`src/rtl/edge_pwm.sv`:
```
`timescale 1ns/1ps
module edge_pwm #(
  parameter int NCH = 16,
  parameter logic [15:0] SHADOW_MASK = 16'hAAAA
) (
  input  logic            clk,
  input  logic            rst_n,
  input  logic            bus_we,
  input  logic [7:0]      bus_addr,
  input  logic [31:0]     bus_wdata,
  output logic [31:0]     bus_rdata,
  output logic [NCH-1:0]  pwm_out
);
  localparam logic [5:0] W_PRE  = 6'd0;
  localparam logic [5:0] W_PER  = 6'd1;
  localparam logic [5:0] W_SYNC = 6'd57;

  logic [7:0] presc_q, per_q, pre_cnt, step_cnt;
  logic       sync_pend;
  logic [NCH-1:0] en_vec;
  logic [7:0] rise_a [NCH];
  logic [7:0] fall_a [NCH];
  logic [15:0] en16;
  logic unused_bits;

  wire [5:0] widx      = bus_addr[7:2];
  wire       tick      = pre_cnt >= presc_q;
  wire       last_step = step_cnt >= per_q;
  wire       bound     = tick && last_step;
  wire       step_start = pre_cnt == 8'd0;
  wire       sync_wr   = bus_we && widx == W_SYNC && bus_wdata[0];
  wire       commit    = bound && sync_pend;

  assign unused_bits = ^{bus_wdata[31:8], bus_addr[1:0]};

  always_ff @(posedge clk or negedge rst_n)
    if (!rst_n) begin
      presc_q <= '0;
      per_q   <= '0;
    end else if (bus_we) begin
      if (widx == W_PRE) presc_q <= bus_wdata[7:0];
      if (widx == W_PER) per_q   <= bus_wdata[7:0];
    end

  always_ff @(posedge clk or negedge rst_n)
    if (!rst_n) begin
      pre_cnt  <= '0;
      step_cnt <= '0;
    end else if (tick) begin
      pre_cnt  <= '0;
      step_cnt <= last_step ? 8'd0 : step_cnt + 8'd1;
    end else begin
      pre_cnt <= pre_cnt + 8'd1;
    end

  always_ff @(posedge clk or negedge rst_n)
    if (!rst_n)       sync_pend <= 1'b0;
    else if (sync_wr) sync_pend <= 1'b1;
    else if (bound)   sync_pend <= 1'b0;

  for (genvar g = 0; g < NCH; g++) begin : g_ch
    localparam logic [5:0] W_EN   = 6'(2 + g / 8);
    localparam logic [5:0] W_RISE = 6'(4 + 2 * g);
    localparam logic [5:0] W_FALL = 6'(5 + 2 * g);
    wire wr_rise = bus_we && widx == W_RISE;
    wire wr_fall = bus_we && widx == W_FALL;
    logic en_c, oq;
    logic [7:0] ra, fa;

    always_ff @(posedge clk or negedge rst_n)
      if (!rst_n) en_c <= 1'b0;
      else if (bus_we && widx == W_EN) en_c <= bus_wdata[g % 8];

    if (SHADOW_MASK[g]) begin : g_shadow
      logic [7:0] rs, fs;
      always_ff @(posedge clk or negedge rst_n)
        if (!rst_n) begin
          rs <= '0;
          fs <= '0;
        end else begin
          if (wr_rise) rs <= bus_wdata[7:0];
          if (wr_fall) fs <= bus_wdata[7:0];
        end
      always_ff @(posedge clk or negedge rst_n)
        if (!rst_n) begin
          ra <= '0;
          fa <= '0;
        end else if (commit) begin
          ra <= rs;
          fa <= fs;
        end
    end else begin : g_direct
      always_ff @(posedge clk or negedge rst_n)
        if (!rst_n) begin
          ra <= '0;
          fa <= '0;
        end else begin
          if (wr_rise) ra <= bus_wdata[7:0];
          if (wr_fall) fa <= bus_wdata[7:0];
        end
    end

    always_ff @(posedge clk or negedge rst_n)
      if (!rst_n)          oq <= 1'b0;
      else if (!en_c)      oq <= 1'b0;
      else if (step_start) begin
        if (step_cnt == ra && step_cnt == fa) oq <= ~oq;
        else if (step_cnt == ra)              oq <= 1'b1;
        else if (step_cnt == fa)              oq <= 1'b0;
      end

    assign en_vec[g]  = en_c;
    assign rise_a[g]  = ra;
    assign fall_a[g]  = fa;
    assign pwm_out[g] = oq;
  end

  always_comb begin
    en16 = '0;
    en16[NCH-1:0] = en_vec;
  end

  always_comb begin
    bus_rdata = '0;
    case (widx)
      W_PRE:   bus_rdata[7:0] = presc_q;
      W_PER:   bus_rdata[7:0] = per_q;
      6'd2:    bus_rdata[7:0] = en16[7:0];
      6'd3:    bus_rdata[7:0] = en16[15:8];
      default: ;
    endcase
    for (int i = 0; i < NCH; i++) begin
      if (widx == 6'(4 + 2 * i)) bus_rdata[7:0] = rise_a[i];
      if (widx == 6'(5 + 2 * i)) bus_rdata[7:0] = fall_a[i];
    end
  end
endmodule

```
`config.mk`:
```
export PLATFORM = sky130hd
export DESIGN_NAME = edge_pwm
export DESIGN_NICKNAME = d
export VERILOG_FILES = /design/src/rtl/edge_pwm.sv
export SDC_FILE = /design/constraint.sdc
export NUM_CORES = 1
export LEC_CHECK = 0
export BUFFER_PORTS_ARGS = -buffer_cell sky130_fd_sc_hd__buf_2
export CAP_MARGIN = 20
export CORE_ASPECT_RATIO = 2
export CORE_MARGIN = 4
export CORE_UTILIZATION = 40
export CTS_CLUSTER_SIZE = 8
export DETAILED_ROUTE_END_ITERATION = 10
export HOLD_SLACK_MARGIN = 0.02
export PLACE_DENSITY_LB_ADDON = 0.12
export SYNTH_ARGS = -nofsm -noshare
export SYNTH_HDL_FRONTEND = slang
export SYNTH_SLANG_ARGS = --single-unit
```
`constraint.sdc`:
```
create_clock -name clk -period 4.1 [get_ports clk]
set_input_delay 0.205 -clock clk [delete_from_list [all_inputs] [get_ports clk]]
set_output_delay 0.205 -clock clk [all_outputs]
set_load 0.05 [all_outputs]
```
======== Yosys cells after proc, flatten, opt, wreduce, memory -nomap -nowiden ========
Index checks and enable logic that the tools add are counted.
word-level totals
  register bits after elaboration ......... 449
  input port bits ......................... 43
  output and inout bits ................... 48
  word-level logic and storage cells ...... 397
cells by class
  $add $sub $neg .......................... 2
  $lt $le $gt $ge ......................... 2
  equal/unequal tests ..................... 100
  multiplexer cells ....................... 117
  bitwise gates (word level) .............. 16
  reduce and logical (&&, ||, !) cells .... 75
operators with widths
  cell                                                             count
  8-bit two-way mux                                                34
  8-bit == test                                                    32
  6-bit by 5-bit == test with 1-bit output, second input constant  16
  1-bit two-way mux                                                82
  4-bit by 1-bit != test with 1-bit output, second input constant  16
  1-bit logical AND                                                54
  6-bit by 4-bit == test with 1-bit output, second input constant  8
  2-bit AND reduction                                              18
  2-bit != test, second input constant                             16
  8-bit one-hot mux with 4 select lines                            1
  6-bit == test, second input constant                             5
  6-bit by 3-bit == test with 1-bit output, second input constant  4
  8-bit by 1-bit adder with 8-bit output, second input constant    2
  8-bit greater-or-equal comparator                                2
  1-bit NOT                                                        16
  6-bit by 2-bit == test with 1-bit output, second input constant  2
  8-bit logical NOT                                                1
  6-bit by 1-bit == test with 1-bit output, second input constant  1
  6-bit logical NOT                                                1
  2-bit nonzero test                                               1

======== Logic depth before layout (Yosys ltp) ========
Gate-level depths: netlist of the first run.
  depth in word-level cells ............... 34
  mapped depth ............................ 13

======== Worst setup path after synthesis of the first run ========
Ideal clock, no wire load.
  kind .................................... reg2reg
  start point ............................. register step_cnt[0]
  end point ............................... register g_ch[13].fa[0]
  library setup time ...................... 0.125 ns
  arrival ................................. 2.955 ns
  data required time ...................... 3.975 ns
  setup slack ............................. 1.021 ns
  cell stages (with the launch flop) ...... 14
  clock period less this slack ............ 3.079 ns
  path through ............................ dfrtp_1 -> clkbuf_1 -> clkbuf_1 -> inv_1 -> ha_1 -> nand2b_1 -> a31oi_1 -> o21ai_1 -> a31o_2 -> buf_2 -> nand3_1 -> buf_2 -> buf_4 -> mux2_2
between the ends
  longest elaborated chain between the ends .. 3
RTL lines
  item                               RTL line  text
  start: declaration                 18        logic [7:0] presc_q, per_q, pre_cnt, step_cnt;
  start signal: assignment           51        step_cnt <= last_step ? 8'd0 : step_cnt + 8'd1;
  8-bit greater-or-equal comparator  28        wire last_step = step_cnt >= per_q;
  1-bit logical AND                  29        wire bound = tick && last_step;
  1-bit logical AND                  32        wire commit = bound && sync_pend;
  end signal: assignment             90        fa <= fs;
  end: declaration                   68        logic [7:0] ra, fa;
Every way passes these cells.
A chain may end at the register's enable or synchronous reset.

======== Final worst setup path of the first run ========
  start point ............................. register presc_q[0]
  end point ............................... output bus_rdata[0]
between the ends
  longest elaborated chain between the ends .. 33
RTL lines
  item                                   RTL line  text
  start: declaration                     18
  start signal: assignment               41        if (widx == W_PRE) presc_q <= bus_wdata[7:0];
  8-bit one-hot mux with 4 select lines  125       case (widx)
  8-bit two-way mux                      133       if (widx == 6'(4 + 2 * i)) bus_rdata[7:0] = rise_a[i];
  8-bit two-way mux                      134       if (widx == 6'(5 + 2 * i)) bus_rdata[7:0] = fall_a[i];
  8-bit two-way mux                      133
  8-bit two-way mux                      134
  8-bit two-way mux                      133
  8-bit two-way mux                      134
  8-bit two-way mux                      133
  (+17 left out)                         -
  8-bit two-way mux                      133
  8-bit two-way mux                      134
  8-bit two-way mux                      133
  8-bit two-way mux                      134
  8-bit two-way mux                      133
  8-bit two-way mux                      134
  8-bit two-way mux                      133
  8-bit two-way mux                      134
  end: declaration                       11        output logic [31:0] bus_rdata,
Every way passes these cells.

==> results of run 1 <==
layout by cell type (no fill, tap or decap), drive strengths merged, types with 8 or more instances in the layout:
master,n
mux2,422
xor2,245
o41ai,17
nor4,51
xnor2,17
a31oi,29
nor2b,15
a211oi,14
a21oi,56
nand2b,8
mux2i,25
o211ai,12
a22oi,14
nor3,22
nor2,94
ha,19
a21o,9
nand3,38
nand4,20
o21ai,67
o22ai,23
clkbuf,70
buf,111
and3,14
conb,24
nand2,70
a22o,9
inv,26
a2111oi,8
dfrtp,449
power by group through the flow:
stage | Combinational, W | Sequential [W] | Clock, W
final | 0.00390 | 0.00556 | 0.00488
after global routing | 0.00417 | 0.00560 | 0.00516
after CTS | 0.00390 | 0.00555 | 0.00499
after detailed placement | 0.00388 | 0.00562 | 0
after global placement | 0.00380 | 0.00560 | 0
after floorplan | 0.00272 | 0.00535 | 0
cells by family (layout without fill, tap and decap cells):
kind of cell / Yosys count / in the layout / share of synthesized area
AOI/OAI and AO/OA: 322 / 322 / 0.0905
xor gates and xnor gates: 262 / 262 / 0.0942
adders and majority gates: 19 / 19 / 0.00975
buffers and inverters: 221 / 215 / 0.0472
DFF: 449 / 449 / 0.461
muxes: 454 / 454 / 0.212
other: 1 / 24 / 0.000154
and+or+nand+nor: 368 / 368 / 0.0853
synth_stat cells (13+ instances only):
cell type,count,area share
o22ai_1,22,0.0056
mux2i_1,25,0.010
o21ai_0,61,0.013
nand3_1,37,0.0076
a22oi_1,14,0.0043
inv_1,25,0.0039
buf_2,56,0.011
mux2_2,417,0.19
xor2_1,245,0.088
a211oi_1,14,0.0043
nand4_1,20,0.0051
nor4_1,49,0.013
a31oi_1,29,0.0074
and3_1,14,0.0036
o41ai_1,17,0.0061
clkbuf_1,62,0.0095
nand2_1,68,0.010
nor2_2,17,0.0044
buf_4,59,0.018
buf_1,13,0.0020
nor2b_1,15,0.0039
dfrtp_1,449,0.46
nor2_1,70,0.011
nor3_1,21,0.0043
ha_1,19,0.0098
a21oi_1,56,0.011
xnor2_1,17,0.0061
stage by stage:
step	instances	hold slack, ns	instance area, µm²	worst slack, ns	power [W]
global placement	2810	0.348	25300	0.940	0.00940
CTS	2887	0.0640	27000	0.813	0.0144
detailed placement	2810	0.348	25300	0.880	0.00950
global route	2887	0.0926	27000	0.709	0.0149
floorplan	2119	-0.0906	24500	1.02	0.00807
finish	2887	0.0917	27000	0.743	0.0143
worst max-delay path: cells and delay by family, from the launching register on:
family / cells / cell delay (ns)
DFF: 1 / 0.51
buffers and inverters: 1 / 0.32
AOI/OAI and AO/OA: 5 / 1.22
and+or+nand+nor: 1 / 0.53
registers in the layout (all words and copies together) (netlist names):
signal / count
g_ch.en_c: 16
per_q: 8
g_ch.ra: 128
g_ch.g_shadow.rs: 64
presc_q: 8
g_ch.g_shadow.fs: 64
g_ch.oq: 16
pre_cnt: 8
sync_pend: 1
g_ch.fa: 128
step_cnt: 8
layer usage:
layer  vias to the layer above  part of all wire  routed length, µm
met5                         -                 0                  0
met4                         0             0.076               6610
met3                       303             0.047               4090
met2                       675              0.53              46000
met1                      9180              0.35              30700
li1                       7509                 -                  -
final cells by class:
class                           instances  area (µm²)  share of cell area
Inverter                               27         101             0.00375
Timing Repair Buffer                  112         858              0.0317
Tap cell                              774         968              0.0358
Sequential cell                       449       11200               0.416
Clock buffer                           70        1690              0.0624
Clock inverter                          6        82.6             0.00305
Multi-Input combinational cell       1449       12100               0.447
worst max-delay path by stage:
| stage | slack (ns) | startpoint | end |
|---|---|---|---|
| floorplan | 1.02 | step_cnt[0] | g_ch[13].fa[0] |
| global placement | 0.94 | bus_addr[3] | g_ch[1].g_shadow.rs[4] |
| detailed placement | 0.88 | bus_addr[3] | g_ch[13].g_shadow.rs[3] |
| CTS | 0.81 | presc_q[0] | bus_rdata[0] |
| global route | 0.71 | bus_addr[2] | bus_rdata[2] |
| finish | 0.74 | presc_q[0] | bus_rdata[0] |
==> reports/results.tsv, run 1 <==
stage	metric	value	unit
routing	Antenna Nets Post-Route	0	
logic_synthesis	synth unique cells	86	
timing	Max transition margin	0.371	
critical_path	Reg-to-Reg End	g_ch[15].ra[7]	
die	full die area	65200	µm²
power_and_ir_drop	Sw Ratio	0.350	
power_and_ir_drop	Comb pwr share	0.272	
critical_path	R2R setup slack	1.19	ns
global_routing	global route hottest layer	met2	
finish	Post-Route Utilization	0.449	
job	Max Cap Viol	0	
place	IO buf count	40	
clocking	Worst-path clk slew	0.05	ns
clocking	# clock sinks	449	
logic_synthesis	Post-Synthesis Cells	2096	
timing	Setup Viol. Count Final	0	
power_and_ir_drop	PD cells	530	nW/µm²
routing	vias post-DR	17700	
global_routing	met1 Use GR	0.287	
critical_path	CP Capture Type	output pin	
clocking	CTS H-tree depth	3	
critical_path	worst reg2reg path depth	9	
place	gpl congestion	0.983	
clocking	CTS Buffer Depth	3	
logic_synthesis	average cell area after synthesis	11.6	µm²
timing	Final Max Slew Viols	0	
routing	Post-route DRC	0	
timing	RSZ-0062 raised after global routing	no	
global_routing	vias in the first global route	18700	
critical_path	reg-to-reg startpoint	per_q[4]	
timing	post-route setup TNS	0	ns
timing	Final Hold Vio Count	0	
timing	worst slew pin tran	0.943	ns
die	core footprint	60200	µm²
clocking	Clk Latency, worst-skew pair	0.60	ns
critical_path	Crit-path slowest cell	or4b_4	
die	Core Rows	127	
die	Die Span Y	357	µm
die	Boundary Pins	91	
critical_path	Max stage delay on crit path	0.53	ns
finish	NumNets Final	2167	
timing	final worst-path cycle share	0.819	
routing	DR WL/cell	30.3	µm
critical_path	CP cell instances	or4b_4, a2111oi_4, a211oi_1, o2111ai_1, a31oi_1, o21ai_1, buf_2	
global_routing	M3 GR Usage	0.0380	
timing	Final min period	3.36	ns
finish	ant diodes	0	
critical_path	WP data required	3.89	ns
worst_hold_path	hold_sp	bus_wdata[0]	
power_and_ir_drop	Reg power frac	0.388	
routing	1st-pass router iterations	5	
power_and_ir_drop	P_leak	12.9	nW
critical_path	Critical Path AT	3.15	ns
clocking	CTS buffer count	66	
finish	Fillers	5594	
power_and_ir_drop	VDD IR max	0.000318	V
logic_synthesis	YS warnings	0	
timing	clock skew	0.0250	ns
power_and_ir_drop	Clk pwr share	0.340	
global_routing	first-pass GRT wire length	128000	µm
critical_path	Startpoint Class	flop	
clocking	CTS tree	yes	
logic_synthesis	post-synthesis sequential area ratio	0.461	
logic_synthesis	Post-synth top flop	dfrtp_1	
clocking	setup bufs post-CTS	0	
global_routing	largest net degree at the start of global routing	104	
critical_path	worst-path fanout max	3	
clocking	post-cts repair resize count	0	
global_routing	routing usage on met2	0.483	
routing	via/cell ratio	6.12	
global_routing	GRT overflow	0	
logic_synthesis	Post-synth EDFFs	0	
worst_hold_path	WHS Path Cells	2	
die	Starting Density	0.405	
finish	layout cells sized above 1	0.314	
routing	final WL	87400	µm
power_and_ir_drop	switching pwr	0.00501	W
worst_hold_path	hold crit path type	in -> reg	
finish	Area Overhead vs Synth	11.0	%
critical_path	crit path kind	reg -> out	
power_and_ir_drop	Pint	0.00932	W
logic_synthesis	async set-reset flop share out of synthesis	1.00	
status	status	completed	
timing	Highest Clock Rate	298	MHz
global_routing	initial antenna violation count	0	
place	hpwl dp	58900	µm
routing	number of DRC markers in iteration 0	1381	
global_routing	gr usage total	0.266	
clocking	cts hold-fix bufs	1	
worst_hold_path	Min-Delay Endpoint	g_ch[13].g_shadow.rs[0]	
clocking	root buf cell	clkbuf_16	
logic_synthesis	synthesized cell area	24400	µm²
die	Die Wd	183	µm
logic_synthesis	#FFs+latches synth	449	
(Power assumes the default switching activity.)
==> inputs of run 2 (changes only) <==
clock period = 3.2 ns   (was 4.1 ns; I/O delays follow)
==> run 2 against run 1 <==
  * Global-route usage rose by 0.21 points
  * Non-clock buffer count is 41 higher
  * Largest cell class unchanged
  * Clock skew increased by 0.0031 ns
  * Sequential share of layout area down 0.67 points
  * Worst hold slack improved by 0.089 ns
  * Critical endpoint is now bus_rdata[6]
  * Flip-flop and latch count unchanged
  * Highest routed layer unchanged
  * Count of clock-buffer cells in the layout grew 1
  * Sequential power up 28%
==> reports/results.tsv, run 2 (same netlist as run 1, synthesis figures left out) <==
stage	metric	value	unit
status	status	completed	
timing	WHS	0.181	ns
die	full die area	65200	µm²
timing	Highest Clock Rate	320	MHz
clocking	CTS H-tree depth	3	
routing	number of DRC markers in iteration 0	1531	
place	gpl congestion	0.988	
finish	ant diodes	0	
clocking	root buf cell	clkbuf_16	
power_and_ir_drop	Clk pwr share	0.337	
global_routing	GRT overflow	0	
routing	final WL	88400	µm
timing	clock skew	0.0281	ns
critical_path	Reg-to-Reg End	g_ch[13].fa[7]	
power_and_ir_drop	PD cells	672	nW/µm²
finish	layout cells sized above 1	0.326	
die	Die Span Y	357	µm
timing	Max transition margin	0.377	
place	hpwl dp	60200	µm
clocking	# clock sinks	449	
power_and_ir_drop	P_leak	13.1	nW
global_routing	vias in the first global route	18700	
critical_path	R2R setup slack	0.44	ns
critical_path	Startpoint Class	flop	
global_routing	initial antenna violation count	1	
critical_path	worst-path fanout max	3	
clocking	CTS tree	yes	
routing	via/cell ratio	6.11	
finish	most common cell after layout, fill and taps aside	dfrtp_1	
die	Starting Density	0.405	
timing	post-route setup TNS	0	ns
global_routing	gr usage total	0.268	
clocking	CTS buffer count	66	
global_routing	largest net degree at the start of global routing	82	
finish	Largest regs	g_ch.fa: 128 flops, g_ch.ra: 128 flops	
finish	Fillers	5564	
power_and_ir_drop	Reg power frac	0.386	
finish	Final Cell Area	27500	µm²
clocking	Clk Latency, worst-skew pair	0.60	ns
routing	1st-pass router iterations	6	
timing	Final Max Slew Viols	0	
finish	Area Overhead vs Synth	12.8	%
power_and_ir_drop	Comb pwr share	0.277	
routing	Post-route DRC	0	
place	IO buf count	40	
routing	Antenna Nets Post-Route	0	
worst_hold_path	hold crit path type	in -> async	
routing	DR WL/cell	30.2	µm
power_and_ir_drop	Pint	0.0120	W
timing	Final Hold Vio Count	0	
place	Area after DPL	25700	µm²
timing	final worst-path cycle share	0.976	
clocking	CTS Buffer Depth	3	
die	Core Rows	127	
routing	vias post-DR	17900	
timing	worst slew pin tran	0.935	ns
timing	Setup Viol. Count Final	0	
power_and_ir_drop	VDD IR max	0.000398	V
clocking	Worst-path clk slew	0.06	ns
timing	RSZ-0062 raised after global routing	no	
critical_path	CP Capture Type	output pin	
finish	NumNets Final	2208	
critical_path	worst reg2reg path depth	10	
critical_path	reg-to-reg startpoint	per_q[4]	
global_routing	first-pass GRT wire length	129000	µm
die	Die Wd	183	µm
power_and_ir_drop	Sw Ratio	0.351	
critical_path	crit path kind	reg -> out	
critical_path	WP data required	3.04	ns
job	Max Cap Viol	0	
finish	most frequent cells in the layout	441 x dfrtp_1, 417 x mux2_2, 245 x xor2_1, 94 x buf_4, 70 x nor2_1	
die	core footprint	60200	µm²
power_and_ir_drop	switching pwr	0.00649	W
die	Boundary Pins	91	
critical_path	Critical Path AT	2.96	ns
timing	Final min period	3.12	ns
[run 2: changes by cell type in the layout (fill, tap and decap cells not counted), moves of 2 or more]
| cell | change |
|---|---|
| buf_4 | +29 |
| clkbuf_1 | +2 |
| inv_6 | +2 |
| dlygate4sd3_1 | +2 |
| buf_12 | +11 |
[run 2: cell type report]
| type | count | area (µm²) | share of cell area |
|---|---|---|---|
| clock buffers | 71 | 1670 | 0.0608 |
| clock inverters | 7 | 83.8 | 0.00305 |
| inverters | 27 | 101 | 0.00369 |
| multi-input cells | 1449 | 12100 | 0.440 |
| flip-flops and latches | 449 | 11200 | 0.409 |
| well taps | 774 | 968 | 0.0352 |
| repair buffers | 153 | 1310 | 0.0477 |
[run 2: layer usage]
layer	wire [µm]	vias up	track usage	share of wire
met5	0	-	0	0
li1	-	7611	-	-
met3	4430	324	0.0350	0.050
met4	6720	0	0.171	0.076
met2	45700	810	0.481	0.52
met1	31500	9168	0.296	0.36
[run 2: stage by stage]
| stage | setup WS, ns | util | total power, W | cells |
|---|---|---|---|---|
| after global routing | 0.0437 | 0.456 | 0.0192 | 2930 |
| after floorplan | 0.121 | - | 0.0103 | 2119 |
| after detailed placement | 0.254 | 0.427 | 0.0123 | 2849 |
| after global placement | 0.290 | 0.427 | 0.0122 | 2849 |
| after CTS | 0.0476 | 0.456 | 0.0186 | 2930 |
| final | 0.0775 | 0.456 | 0.0185 | 2930 |
[run 2: power by group through the flow]
stage / Sequential [W] / Clock [W] / Combinational (W)
floorplan: 0.00686 / 0 / 0.00348
global placement: 0.00719 / 0 / 0.00498
detailed placement: 0.00722 / 0 / 0.00506
CTS: 0.00713 / 0.00638 / 0.00510
global route: 0.00719 / 0.00658 / 0.00546
finish: 0.00713 / 0.00624 / 0.00512
[run 2: critical path, stage by stage (launching register included)]
cell	delay, ns
dfrtp_1	0.48
mux4_2	0.56
a2bb2oi_1	0.20
o2111ai_1	0.17
a221oi_2	0.41
o221ai_1	0.26
buf_2	0.28
[run 2: worst max-delay path by stage]
| stage | from | endpoint | slack [ns] | cells after the start |
|---|---|---|---|---|
| global route | bus_addr[6] | bus_rdata[2] | 0.04 | 8 |
| detailed placement | bus_addr[6] | bus_rdata[2] | 0.25 | 8 |
| finish | g_ch[14].en_c | bus_rdata[6] | 0.08 | 6 |
| global placement | bus_addr[4] | bus_rdata[2] | 0.29 | 9 |
| CTS | presc_q[0] | bus_rdata[0] | 0.05 | 7 |
| floorplan | step_cnt[0] | g_ch[13].fa[0] | 0.12 | 13 |
[run 2: what timing repair did]
item / 4_1_cts / 5_1_grt
buffers inserted: 0 / 0
endpoints found under the hold margin: 79 / 0
hold buffers: 3 / 0
endpoints found under the setup margin: 1 / 1
gates resized for setup: 1 / 1
